## src/rtl/uop_pkg.sv

```systemverilog
package uop_pkg;

  typedef enum logic [1:0] {
    PH_FETCH = 2'b00,
    PH_INDIR = 2'b01,
    PH_EXEC  = 2'b10,
    PH_INTR  = 2'b11
  } phase_e;

  localparam int OP_ADD = 0;
  localparam int OP_ISZ = 1;
  localparam int OP_BSA = 2;
  localparam int OP_ENI = 7;

  typedef struct packed {
    logic mar_pc;
    logic mar_ir;
    logic mar_zero;
    logic mbr_mem;
    logic mbr_pc;
    logic mbr_inc;
    logic ir_load;
    logic ir_addr_load;
    logic pc_inc;
    logic pc_jump;
    logic pc_one;
    logic pc_skip_z;
    logic acc_add;
    logic ien_set;
    logic ien_clr;
    logic mem_rd;
    logic mem_wr;
    logic last;
  } ctrl_t;

endpackage

```

## src/rtl/uop_opdec.sv

```systemverilog
module uop_opdec #(
  parameter int OPW = 3,
  localparam int NOPS = 1 << OPW
) (
  input  logic [OPW-1:0]  op_i,
  output logic [NOPS-1:0] op_oh_o
);
  for (genvar i = 0; i < NOPS; i++) begin : g_line
    assign op_oh_o[i] = (op_i == OPW'(i));
  end
endmodule

```

## src/rtl/uop_timing.sv

```systemverilog
module uop_timing
  import uop_pkg::*;
#(
  parameter int STEP_W    = 3,
  parameter int MAX_STEPS = 5
) (
  input  logic              clk_i,
  input  logic              rst_ni,
  input  logic              last_i,
  input  phase_e            next_ph_i,
  output phase_e            phase_o,
  output logic [STEP_W-1:0] step_o
);
  phase_e            phase_q;
  logic [STEP_W-1:0] step_q;

  always_ff @(posedge clk_i or negedge rst_ni) begin
    if (!rst_ni) begin
      phase_q <= PH_FETCH;
      step_q  <= '0;
    end else if (last_i) begin
      phase_q <= next_ph_i;
      step_q  <= '0;
    end else begin
      step_q <= step_q + 1'b1;
    end
  end

  assign phase_o = phase_q;
  assign step_o  = step_q;

  p_step_clr_r2: assert property (@(posedge clk_i) disable iff (!rst_ni)
    (phase_q != $past(phase_q)) |-> (step_q == '0));

  p_step_bound_r2: assert property (@(posedge clk_i) disable iff (!rst_ni)
    int'(step_q) < MAX_STEPS);
endmodule

```

## src/rtl/uop_ctrl.sv

```systemverilog
module uop_ctrl
  import uop_pkg::*;
#(
  parameter int OPW    = 3,
  parameter int STEP_W = 3,
  localparam int NOPS  = 1 << OPW
) (
  input  logic              clk_i,
  input  logic              rst_ni,
  input  phase_e            phase_i,
  input  logic [STEP_W-1:0] step_i,
  input  logic [NOPS-1:0]   op_oh_i,
  input  logic              ind_i,
  input  logic              ien_i,
  input  logic              irq_i,
  output ctrl_t             ctrl_o,
  output phase_e            next_ph_o
);
  ctrl_t  c;
  phase_e nxt;
  phase_e exec_end;

  assign exec_end = (ien_i && irq_i) ? PH_INTR : PH_FETCH;

  always_comb begin
    c   = '0;
    nxt = phase_i;
    unique case (phase_i)
      PH_FETCH: begin
        case (step_i)
          STEP_W'(0): c.mar_pc = 1'b1;
          STEP_W'(1): begin c.mem_rd = 1'b1; c.pc_inc = 1'b1; end
          STEP_W'(2): c.mbr_mem = 1'b1;
          default: begin c.ir_load = 1'b1; c.last = 1'b1; end
        endcase
        if (c.last) nxt = ind_i ? PH_INDIR : PH_EXEC;
      end
      PH_INDIR: begin
        case (step_i)
          STEP_W'(0): c.mar_ir = 1'b1;
          STEP_W'(1): c.mem_rd = 1'b1;
          STEP_W'(2): c.mbr_mem = 1'b1;
          default: begin c.ir_addr_load = 1'b1; c.last = 1'b1; end
        endcase
        if (c.last) nxt = PH_EXEC;
      end
      PH_EXEC: begin
        if (op_oh_i[OP_ADD]) begin
          case (step_i)
            STEP_W'(0): c.mar_ir = 1'b1;
            STEP_W'(1): c.mem_rd = 1'b1;
            STEP_W'(2): c.mbr_mem = 1'b1;
            default: begin c.acc_add = 1'b1; c.last = 1'b1; end
          endcase
        end else if (op_oh_i[OP_ISZ]) begin
          case (step_i)
            STEP_W'(0): c.mar_ir = 1'b1;
            STEP_W'(1): c.mem_rd = 1'b1;
            STEP_W'(2): c.mbr_mem = 1'b1;
            STEP_W'(3): c.mbr_inc = 1'b1;
            default: begin c.mem_wr = 1'b1; c.pc_skip_z = 1'b1; c.last = 1'b1; end
          endcase
        end else if (op_oh_i[OP_BSA]) begin
          case (step_i)
            STEP_W'(0): begin c.mar_ir = 1'b1; c.mbr_pc = 1'b1; end
            default: begin c.mem_wr = 1'b1; c.pc_jump = 1'b1; c.last = 1'b1; end
          endcase
        end else if (op_oh_i[OP_ENI]) begin
          c.ien_set = 1'b1;
          c.last    = 1'b1;
        end else begin
          c.last = 1'b1;
        end
        if (c.last) nxt = exec_end;
      end
      PH_INTR: begin
        case (step_i)
          STEP_W'(0): begin c.mar_zero = 1'b1; c.mbr_pc = 1'b1; end
          default: begin c.mem_wr = 1'b1; c.pc_one = 1'b1; c.ien_clr = 1'b1; c.last = 1'b1; end
        endcase
        if (c.last) nxt = PH_FETCH;
      end
      default: begin
        c.last = 1'b1;
        nxt    = PH_FETCH;
      end
    endcase
  end

  assign ctrl_o    = c;
  assign next_ph_o = nxt;

  p_dec_onehot_r3: assert property (@(posedge clk_i) disable iff (!rst_ni)
    $onehot(op_oh_i));

  p_exec_no_int_r9: assert property (@(posedge clk_i) disable iff (!rst_ni)
    (phase_i == PH_EXEC && ctrl_o.last && !ien_i) |-> (next_ph_o == PH_FETCH));
endmodule

```

## src/rtl/uop_datapath.sv

```systemverilog
module uop_datapath
  import uop_pkg::*;
#(
  parameter int AW = 12,
  parameter int DW = 16
) (
  input  logic          clk_i,
  input  logic          rst_ni,
  input  ctrl_t         ctrl_i,
  input  logic [DW-1:0] mem_rdata_i,
  output logic [AW-1:0] mem_addr_o,
  output logic [DW-1:0] mem_wdata_o,
  output logic [AW-1:0] pc_o,
  output logic [DW-1:0] acc_o,
  output logic [DW-1:0] ir_o,
  output logic          ien_o
);
  logic [AW-1:0] pc_q, mar_q;
  logic [DW-1:0] mbr_q, ir_q, acc_q;
  logic          ien_q;
  logic [DW-1:0] alu_sum;
  logic          mbr_zero;

  assign alu_sum  = acc_q + mbr_q;
  assign mbr_zero = (mbr_q == '0);

  always_ff @(posedge clk_i or negedge rst_ni) begin
    if (!rst_ni) begin
      pc_q  <= '0;
      mar_q <= '0;
      mbr_q <= '0;
      ir_q  <= '0;
      acc_q <= '0;
      ien_q <= 1'b0;
    end else begin
      if (ctrl_i.pc_one)                                 pc_q <= AW'(1);
      else if (ctrl_i.pc_jump)                           pc_q <= mar_q + 1'b1;
      else if (ctrl_i.pc_inc || (ctrl_i.pc_skip_z && mbr_zero)) pc_q <= pc_q + 1'b1;

      if (ctrl_i.mar_pc)        mar_q <= pc_q;
      else if (ctrl_i.mar_ir)   mar_q <= ir_q[AW-1:0];
      else if (ctrl_i.mar_zero) mar_q <= '0;

      if (ctrl_i.mbr_mem)      mbr_q <= mem_rdata_i;
      else if (ctrl_i.mbr_pc)  mbr_q <= DW'(pc_q);
      else if (ctrl_i.mbr_inc) mbr_q <= mbr_q + 1'b1;

      if (ctrl_i.ir_load)           ir_q <= mbr_q;
      else if (ctrl_i.ir_addr_load) ir_q[AW-1:0] <= mbr_q[AW-1:0];

      if (ctrl_i.acc_add) acc_q <= alu_sum;

      if (ctrl_i.ien_clr)      ien_q <= 1'b0;
      else if (ctrl_i.ien_set) ien_q <= 1'b1;
    end
  end

  assign mem_addr_o  = mar_q;
  assign mem_wdata_o = mbr_q;
  assign pc_o        = pc_q;
  assign acc_o       = acc_q;
  assign ir_o        = ir_q;
  assign ien_o       = ien_q;

  p_mar_src_r10: assert property (@(posedge clk_i) disable iff (!rst_ni)
    $onehot0({ctrl_i.mar_pc, ctrl_i.mar_ir, ctrl_i.mar_zero}));

  p_mbr_src_r10: assert property (@(posedge clk_i) disable iff (!rst_ni)
    $onehot0({ctrl_i.mbr_mem, ctrl_i.mbr_pc, ctrl_i.mbr_inc}));

  p_rd_then_load_r10: assert property (@(posedge clk_i) disable iff (!rst_ni)
    ctrl_i.mem_rd |=> ctrl_i.mbr_mem);
endmodule

```

## src/rtl/uop_sequencer.sv

```systemverilog
module uop_sequencer
  import uop_pkg::*;
#(
  parameter int AW        = 12,
  parameter int DW        = 16,
  parameter int OPW       = 3,
  parameter int STEP_W    = 3,
  parameter int MAX_STEPS = 5
) (
  input  logic          clk_i,
  input  logic          rst_ni,
  input  logic          irq_i,
  output logic [AW-1:0] mem_addr_o,
  output logic          mem_rd_o,
  output logic          mem_wr_o,
  output logic [DW-1:0] mem_wdata_o,
  input  logic [DW-1:0] mem_rdata_i,
  output logic [1:0]    phase_o,
  output logic [AW-1:0] pc_o,
  output logic [DW-1:0] acc_o,
  output logic          ien_o
);
  localparam int NOPS = 1 << OPW;

  phase_e            phase, next_ph;
  logic [STEP_W-1:0] step;
  logic [NOPS-1:0]   op_oh;
  logic [DW-1:0]     ir;
  ctrl_t             ctrl;

  uop_timing #(.STEP_W(STEP_W), .MAX_STEPS(MAX_STEPS)) u_timing (
    .clk_i, .rst_ni,
    .last_i   (ctrl.last),
    .next_ph_i(next_ph),
    .phase_o  (phase),
    .step_o   (step)
  );

  uop_opdec #(.OPW(OPW)) u_dec (
    .op_i   (ir[DW-2 -: OPW]),
    .op_oh_o(op_oh)
  );

  uop_ctrl #(.OPW(OPW), .STEP_W(STEP_W)) u_ctrl (
    .clk_i, .rst_ni,
    .phase_i  (phase),
    .step_i   (step),
    .op_oh_i  (op_oh),
    .ind_i    (mem_wdata_o[DW-1]),
    .ien_i    (ien_o),
    .irq_i,
    .ctrl_o   (ctrl),
    .next_ph_o(next_ph)
  );

  uop_datapath #(.AW(AW), .DW(DW)) u_dp (
    .clk_i, .rst_ni,
    .ctrl_i     (ctrl),
    .mem_rdata_i,
    .mem_addr_o,
    .mem_wdata_o,
    .pc_o,
    .acc_o,
    .ir_o       (ir),
    .ien_o
  );

  assign mem_rd_o = ctrl.mem_rd;
  assign mem_wr_o = ctrl.mem_wr;
  assign phase_o  = phase;

  p_rd_wr_excl_r10: assert property (@(posedge clk_i) disable iff (!rst_ni)
    !(mem_rd_o && mem_wr_o));

  p_pc_inc_r3: assert property (@(posedge clk_i) disable iff (!rst_ni)
    (phase == PH_FETCH && step == STEP_W'(1)) |=> (pc_o == $past(pc_o) + 1'b1));

  p_ind_route_r7: assert property (@(posedge clk_i) disable iff (!rst_ni)
    (phase == PH_FETCH && ctrl.last) |=> (phase == (ir[DW-1] ? PH_INDIR : PH_EXEC)));

  p_intr_entry_r9: assert property (@(posedge clk_i) disable iff (!rst_ni)
    (phase == PH_INTR && ctrl.last) |=> (phase == PH_FETCH && pc_o == AW'(1) && !ien_o));
endmodule

```

## config.mk

```make
export PLATFORM = sky130hd
export DESIGN_NAME = uop_sequencer
export DESIGN_NICKNAME = d
export VERILOG_FILES = /design/src/rtl/uop_pkg.sv /design/src/rtl/uop_opdec.sv /design/src/rtl/uop_timing.sv /design/src/rtl/uop_ctrl.sv /design/src/rtl/uop_datapath.sv /design/src/rtl/uop_sequencer.sv
export SDC_FILE = /design/constraint.sdc
export NUM_CORES = 1
export LEC_CHECK = 0
export BUFFER_PORTS_ARGS = -buffer_cell sky130_fd_sc_hd__buf_2
export CAP_MARGIN = 0
export CORE_ASPECT_RATIO = 0.7
export CORE_MARGIN = 2
export CORE_UTILIZATION = 52
export DETAILED_ROUTE_END_ITERATION = 10
export PLACE_DENSITY = 0.85
export SLEW_MARGIN = 40
export SYNTH_ARGS = -nofsm -noshare
export SYNTH_HDL_FRONTEND = slang
export SYNTH_SLANG_ARGS = --single-unit
```

## constraint.sdc

```tcl
create_clock -name clk_i -period 3 [get_ports clk_i]
set_clock_uncertainty 0.1 [all_clocks]
set_input_delay 0.3 -clock clk_i [delete_from_list [all_inputs] [get_ports clk_i]]
set_output_delay 0.3 -clock clk_i [all_outputs]
set_load 0.01 [all_outputs]
```

# Yosys cells after proc, flatten, opt, wreduce, memory -nomap -nowiden
# Index checks and enable logic that the tools add are counted.
# classes
addsub	5
n_eq_ne	13
n_mux	74
n_reduce_logical	16
# op_table
operator	count
$mux 12	8
$mux 16	3
$mux 1	43
$add 12x1->12 const B	2
$mux 2	11
$add 16x1->16 const B	1
$add 16x16->16	1
$logic_not 16->1	1
$pmux 1 s2	5
$eq 3x2->1 const B	3
$reduce_bool 3->1	3
$ne 2x1->1 const B	4
$pmux 2 s4	1
$eq 3x1->1 const B	2
$logic_not 3->1	2
$mux 3	2
$reduce_and 5->1	1
$eq 2x2->1 const B	2
$pmux 1 s4	1
$reduce_bool 2->1	2
$reduce_or 4->1	1
$add 3x1->3 const B	1
$eq 3x3->1 const B	1
$reduce_or 3->1	1
5 further kinds	6
# totals
ff_bits	77
inputBits	19

# Logic depth before layout (Yosys ltp)
# logic_depth
word_depth	11
mapped_depth	16
mapped_depth_nobuf	13

# Hierarchy
# From an unflattened synthesis, not the netlist that was laid out.
# unflattened
hier_cells	620
area_unflattened_um2	5475.3
# by_module_without_submodules
mod	instances	cells_each	area_each_um2
uop_datapath	1	531	4789.6
uop_ctrl	1	69	435.4
uop_timing	1	12	185.2
uop_opdec	1	8	65.1

# Least setup slack after synthesis
# No wires, ideal clock.
# synth_path
path_type	register to register
start	register u_timing.step_q[0] (netlist: u_timing.step_o[0])
end	register u_dp.pc_q[10] (netlist: u_dp.pc_o[10])
t_arrival_ns	2.581
required_ns	2.774
path_slack_ns	0.193
path_stages_with_launch	17
cell_sequence	dfrtp_1 > inv_1 > ha_1 > nor2b_1 > buf_2 > nor3_4 > buf_2 > buf_2 > nand2_1 > nand2_1 > ha_1 > inv_1 > a21oi_2 > o21ai_1 > xnor2_1 > a21oi_1 > a21oi_1
# synth_via
elab_chain_len	9
word_cells_on_any_way	22
cone_classes	eq/ne (3); mux (14); reduce/logical (5)
# synth_lines
item	line	text
from (decl)	uop_timing.sv:15	logic [STEP_W-1:0] step_q;
from (signal assigned)	uop_timing.sv:25	step_q <= step_q + 1'b1;
$eq 3x2->1 (tied with other cells)	uop_ctrl.sv:56	case (step_i)
$reduce_or 4->1 (no source line)	--	
$mux 1	uop_ctrl.sv:56	
$mux 1	uop_ctrl.sv:55	end else if (op_oh_i[OP_ISZ]) begin
$mux 1	uop_ctrl.sv:48	if (op_oh_i[OP_ADD]) begin
$mux 3	uop_ctrl.sv:28	unique case (phase_i)
$logic_and 1x1->1	uop_datapath.sv:38	else if (ctrl_i.pc_inc || (ctrl_i.pc_skip_z && mbr_zero)) pc_q <= pc_q + 1'b1;
$logic_or 1x1->1	uop_datapath.sv:38	
$reduce_bool 3->1 (no source line)	--	
to (signal assigned)	uop_datapath.sv:37	else if (ctrl_i.pc_jump) pc_q <= mar_q + 1'b1;
to (signal assigned)	uop_datapath.sv:38	
to (decl)	uop_datapath.sv:18	logic [AW-1:0] pc_q, mar_q;
# Several ways; a longest one is shown, not always the timed one.
# A chain may end at the register's enable or synchronous reset.

# Worst setup path in the final report
# layout_path
start	register u_timing.step_q[0] (netlist: u_timing.step_o[0])
end	output mem_wr_o
# layout_via
elab_chain_len	6
word_cells_on_any_way	12
cone_classes	eq/ne (3); mux (7); reduce/logical (2)
# layout_lines
item	line	text
$eq 3x2->1 (tied with other cells)	uop_ctrl.sv:56	
$reduce_or 4->1 (no source line) or $mux 2 (tied branches)	--	
$mux 2 or $mux 1 (tied branches)	uop_ctrl.sv:56, uop_ctrl.sv:63	
$mux 2	uop_ctrl.sv:55	
$mux 1	uop_ctrl.sv:48	
$pmux 1 s2 *	uop_ctrl.sv:28	
to (decl)	uop_sequencer.sv:15	output logic mem_wr_o,
# Every way passes the cells marked *; elsewhere a longest branch is shown, timed or not. The select of a mux whose other input is x is not followed.

==> impl_metrics.tcl <==
set metrics [dict create \
    status "finished, final reports clean" \
    end_kind "output pin" \
    die_width_um 123 \
    area_delta_synth_final_pct 15.2 \
    setup_tns_ps 0 \
    r2r_cells 13 \
    crit_arrival_ps 2330 \
    synth_cell_types 70 \
    power_frac_clock 0.150 \
    swShare 0.468 \
    clk_pin_slew_ps 60 \
    maxCapViolations 0 \
    grt_pass1_vias 4431 \
    critPathKind "flip-flop to output pin" \
    insertion_delay_ps 350 \
    p_int_mw 3.92 \
    fin_util 0.614 \
    crit_family "simple AND/OR/NAND/NOR gates" \
    syn_area_um2 5160 \
    cp_num_cells 8 \
    power.leakage_nw 2.77 \
    post_cts_buffers 0 \
    finalHoldViolations 0 \
    synth_cells 574 \
    slowest_stage "dfrtp_1" \
    cts_tree "built" \
    io_buffers 79 \
    hold_slack_ps 53.8 \
    path_buf_inv 2 \
    io_pins 80 \
    crit_top_cell "nor3_1" \
    clock-root-buffer "clkbuf_16" \
    drt_first_pass_iters 7 \
    start_kind "flip-flop" \
    ys_warn_count 0 \
    grt_remaining_overflow 0 \
    relSlewSlack 0.528 \
    placedCellCount 764 \
    finalNetCount 695 \
    htree_levels 3 \
    ir_drop_v 0.000533 \
    synth_nets 621 \
    path_cells "inv_1 -> ha_1 -> nor3_1 -> nor2_1 -> nor3_1 -> a21oi_1 -> o21ai_0 -> buf_2" \
    synthArstFlopShare 1.00 \
    final_antenna_net_count 0 \
    post-route-period-util 0.909 \
    required_ps 2600 \
    slowest_delay_ps 400 \
    path_max_fanout 6 \
    report.final.setup_viol 0 \
    whs_path_depth 3 \
    start_util 0.532 \
    max_freq_mhz 367 \
    pwr-share-seq 0.293 \
    grt_max_degree 78 \
    grt_usage 0.278 \
    synth-edff-count 0 \
    drive_gt1_frac 0.230 \
    grt_first_pass_wirelength_um 23100 \
    combPwrFrac 0.557 \
    antenna_found_initial 0 \
    drt_iter0_drc 502 \
    die_height_um 87.3 \
    p_sw_mw 3.46 \
    insertedDiodeCount 0 \
    hold_class "input pin to flip-flop" \
    drv_slew 0 \
    cts_buffers 9 \
    cts.sinks 77 \
    wl_per_cell_um 18.3 \
    worst_slew_pin_slew_ps 708 \
    yosys_most_used_dff "dfrtp_1" \
    die-area_um2 10700 \
    hpwl_um 10400 \
    num_rows 30 \
    avgViaCountPerCell 6.10 \
    wl_um 14300 \
    gp_congestion 0.954 \
    core_area_um2 9680 \
    avgSynthCellArea_um2 8.98 \
    min_period_ps 2730 \
    yosys_register_bits 77 \
    clk_path_buf_depth 2 \
    rsz0062_at_grt "false" \
    powerDensity_nw_per_um2 1240 \
    stdcell_count 781 \
    dr_total_vias 4767 \
    drc 0 \
    ys_seq_area_frac 0.374 \
]
metrics by stage:
step	total power, mW	instance area [um2]	setup WS, ps
6_report	7.38	5940	273
2_1_floorplan	5.02	5160	193
5_1_grt	7.97	5940	29.0
3_3_place_gp	6.02	5630	378
4_1_cts	7.34	5940	242
3_5_place_dp	6.18	5640	267
logic make-up after synthesis:
kind of cell               Yosys count  synth area share
buffers and inverters               63            0.0607
DFF                                 77             0.374
adders and majority gates           28            0.0694
and+or+nand+nor                    196             0.196
AOI/OAI and AO/OA                  156             0.199
muxes                               20            0.0430
xor gates and xnor gates            34            0.0578
sequential cells by signal, indices dropped and copies added (netlist names):
| register | count |
|---|---|
| u_dp.acc_o | 16 |
| u_dp.ien_o | 1 |
| u_dp.ir_o | 15 |
| u_dp.mem_addr_o | 12 |
| u_dp.mem_wdata_o | 16 |
| u_dp.pc_o | 12 |
| u_timing.phase_o | 2 |
| u_timing.step_o | 3 |
power groups by stage:
| stage | registers (mW) | clock network (mW) | logic (mW) |
|---|---|---|---|
| after floorplan | 2.09 | 0 | 2.93 |
| after global placement | 2.14 | 0 | 3.88 |
| after detailed placement | 2.16 | 0 | 4.03 |
| after CTS | 2.14 | 1.12 | 4.08 |
| after global routing | 2.23 | 1.15 | 4.59 |
| final | 2.17 | 1.11 | 4.11 |
worst min-delay path: stages:
cell and delay, ps:
buf_2 70, nand2_1 40, o21ai_1 60
final cells by class:
cell class / instances / area, um2
Clock buffer: 12 / 246
Clock inverter: 4 / 47.5
Multi-Input combinational cell: 434 / 2920
Timing Repair Buffer: 95 / 524
Fill cell: 825 / 3740
Inverter: 31 / 116
Tap cell: 128 / 160
Sequential cell: 77 / 1930
placed cells by master (no fill, tap or decap), types with 3 or more instances in the layout:
cell / instances
ha_1: 26
nor2_1: 54
nand3_1: 19
a31oi_1: 4
and2_1: 4
a21o_1: 5
a21oi_2: 4
xnor2_1: 19
nand2b_1: 5
buf_2: 78
nor2b_1: 4
o21ai_1: 11
mux2_2: 15
nor3_1: 10
inv_1: 31
a211oi_1: 11
nand2_1: 64
a21oi_1: 43
nor4_4: 3
nand4_1: 7
buf_4: 15
o21ai_0: 32
clkbuf_16: 9
dfrtp_1: 77
o21bai_1: 3
o22ai_1: 4
o211ai_1: 4
a222oi_1: 12
and3_1: 4
xor2_1: 15
mux2i_1: 3
per-layer routing:
layer	vias up	wire length (um)	share of wire	track usage
li1	2197	-	-	-
met1	2299	6360	0.45	0.405
met2	253	6260	0.44	0.412
met3	18	1450	0.10	0.0681
met4	0	197	0.014	0.0775
met5	-	0	0	0
cell usage after synthesis (2+ instances only):
| master | number | share of area |
|---|---|---|
| o211ai_1 | 4 | 0.0058 |
| nor4_4 | 3 | 0.012 |
| mux2_2 | 15 | 0.033 |
| nand2_2 | 2 | 0.0024 |
| and3_1 | 4 | 0.0049 |
| nor3b_1 | 2 | 0.0029 |
| mux2_1 | 2 | 0.0044 |
| nand4_1 | 7 | 0.0085 |
| a31oi_1 | 4 | 0.0049 |
| nor2_1 | 54 | 0.039 |
| nand3_1 | 19 | 0.018 |
| a222oi_1 | 12 | 0.023 |
| or2_2 | 2 | 0.0024 |
| buf_2 | 16 | 0.016 |
| clkbuf_1 | 8 | 0.0058 |
| nand4b_1 | 2 | 0.0034 |
| o21a_1 | 2 | 0.0029 |
| dfrtp_1 | 77 | 0.37 |
| mux2i_1 | 3 | 0.0058 |
| or2_1 | 2 | 0.0024 |
| a21oi_1 | 43 | 0.042 |
| xor2_1 | 15 | 0.025 |
| o21ai_1 | 11 | 0.011 |
| o21ai_0 | 32 | 0.031 |
| a21oi_2 | 4 | 0.0068 |
| buf_6 | 7 | 0.015 |
| o2111ai_1 | 2 | 0.0034 |
| a211oi_1 | 11 | 0.016 |
| a211oi_2 | 2 | 0.0049 |
| o31ai_1 | 2 | 0.0029 |
| xnor2_1 | 19 | 0.032 |
| nor2b_1 | 4 | 0.0049 |
| and2_1 | 4 | 0.0049 |
| nand2b_1 | 5 | 0.0061 |
| o22ai_1 | 4 | 0.0049 |
| ha_1 | 27 | 0.066 |
| inv_1 | 31 | 0.023 |
| o21bai_1 | 3 | 0.0044 |
| nand2_1 | 64 | 0.047 |
| nor3_1 | 10 | 0.0097 |
| a21o_1 | 5 | 0.0073 |
final timing paths:
kind	startpoint	endpoint	slack (ps)
worst max-delay path	u_timing.step_o[0]$_DFF_PN0_	mem_wr_o	270
min in group asynchronous	rst_ni	u_dp.pc_o[10]$_DFFE_PN0P_	460
worst min register to register	u_dp.acc_o[15]$_DFFE_PN0P_	u_dp.acc_o[15]$_DFFE_PN0P_	390
max in group asynchronous	rst_ni	u_dp.ir_o[13]$_DFFE_PN0P_	1870
worst min-delay path	mem_rdata_i[14]	u_dp.mem_wdata_o[14]$_DFFE_PN0P_	50
worst max register to register	u_timing.phase_o[0]$_DFFE_PN0P_	u_dp.pc_o[10]$_DFFE_PN0P_	280
timing repair:
action,CTS,global route
hold buffers,1,0
gates resized for setup,0,1
setup endpoints to repair,0,1
endpoints found under the hold margin,77,0
No activity file was read; power rests on OpenSTA's default activity.
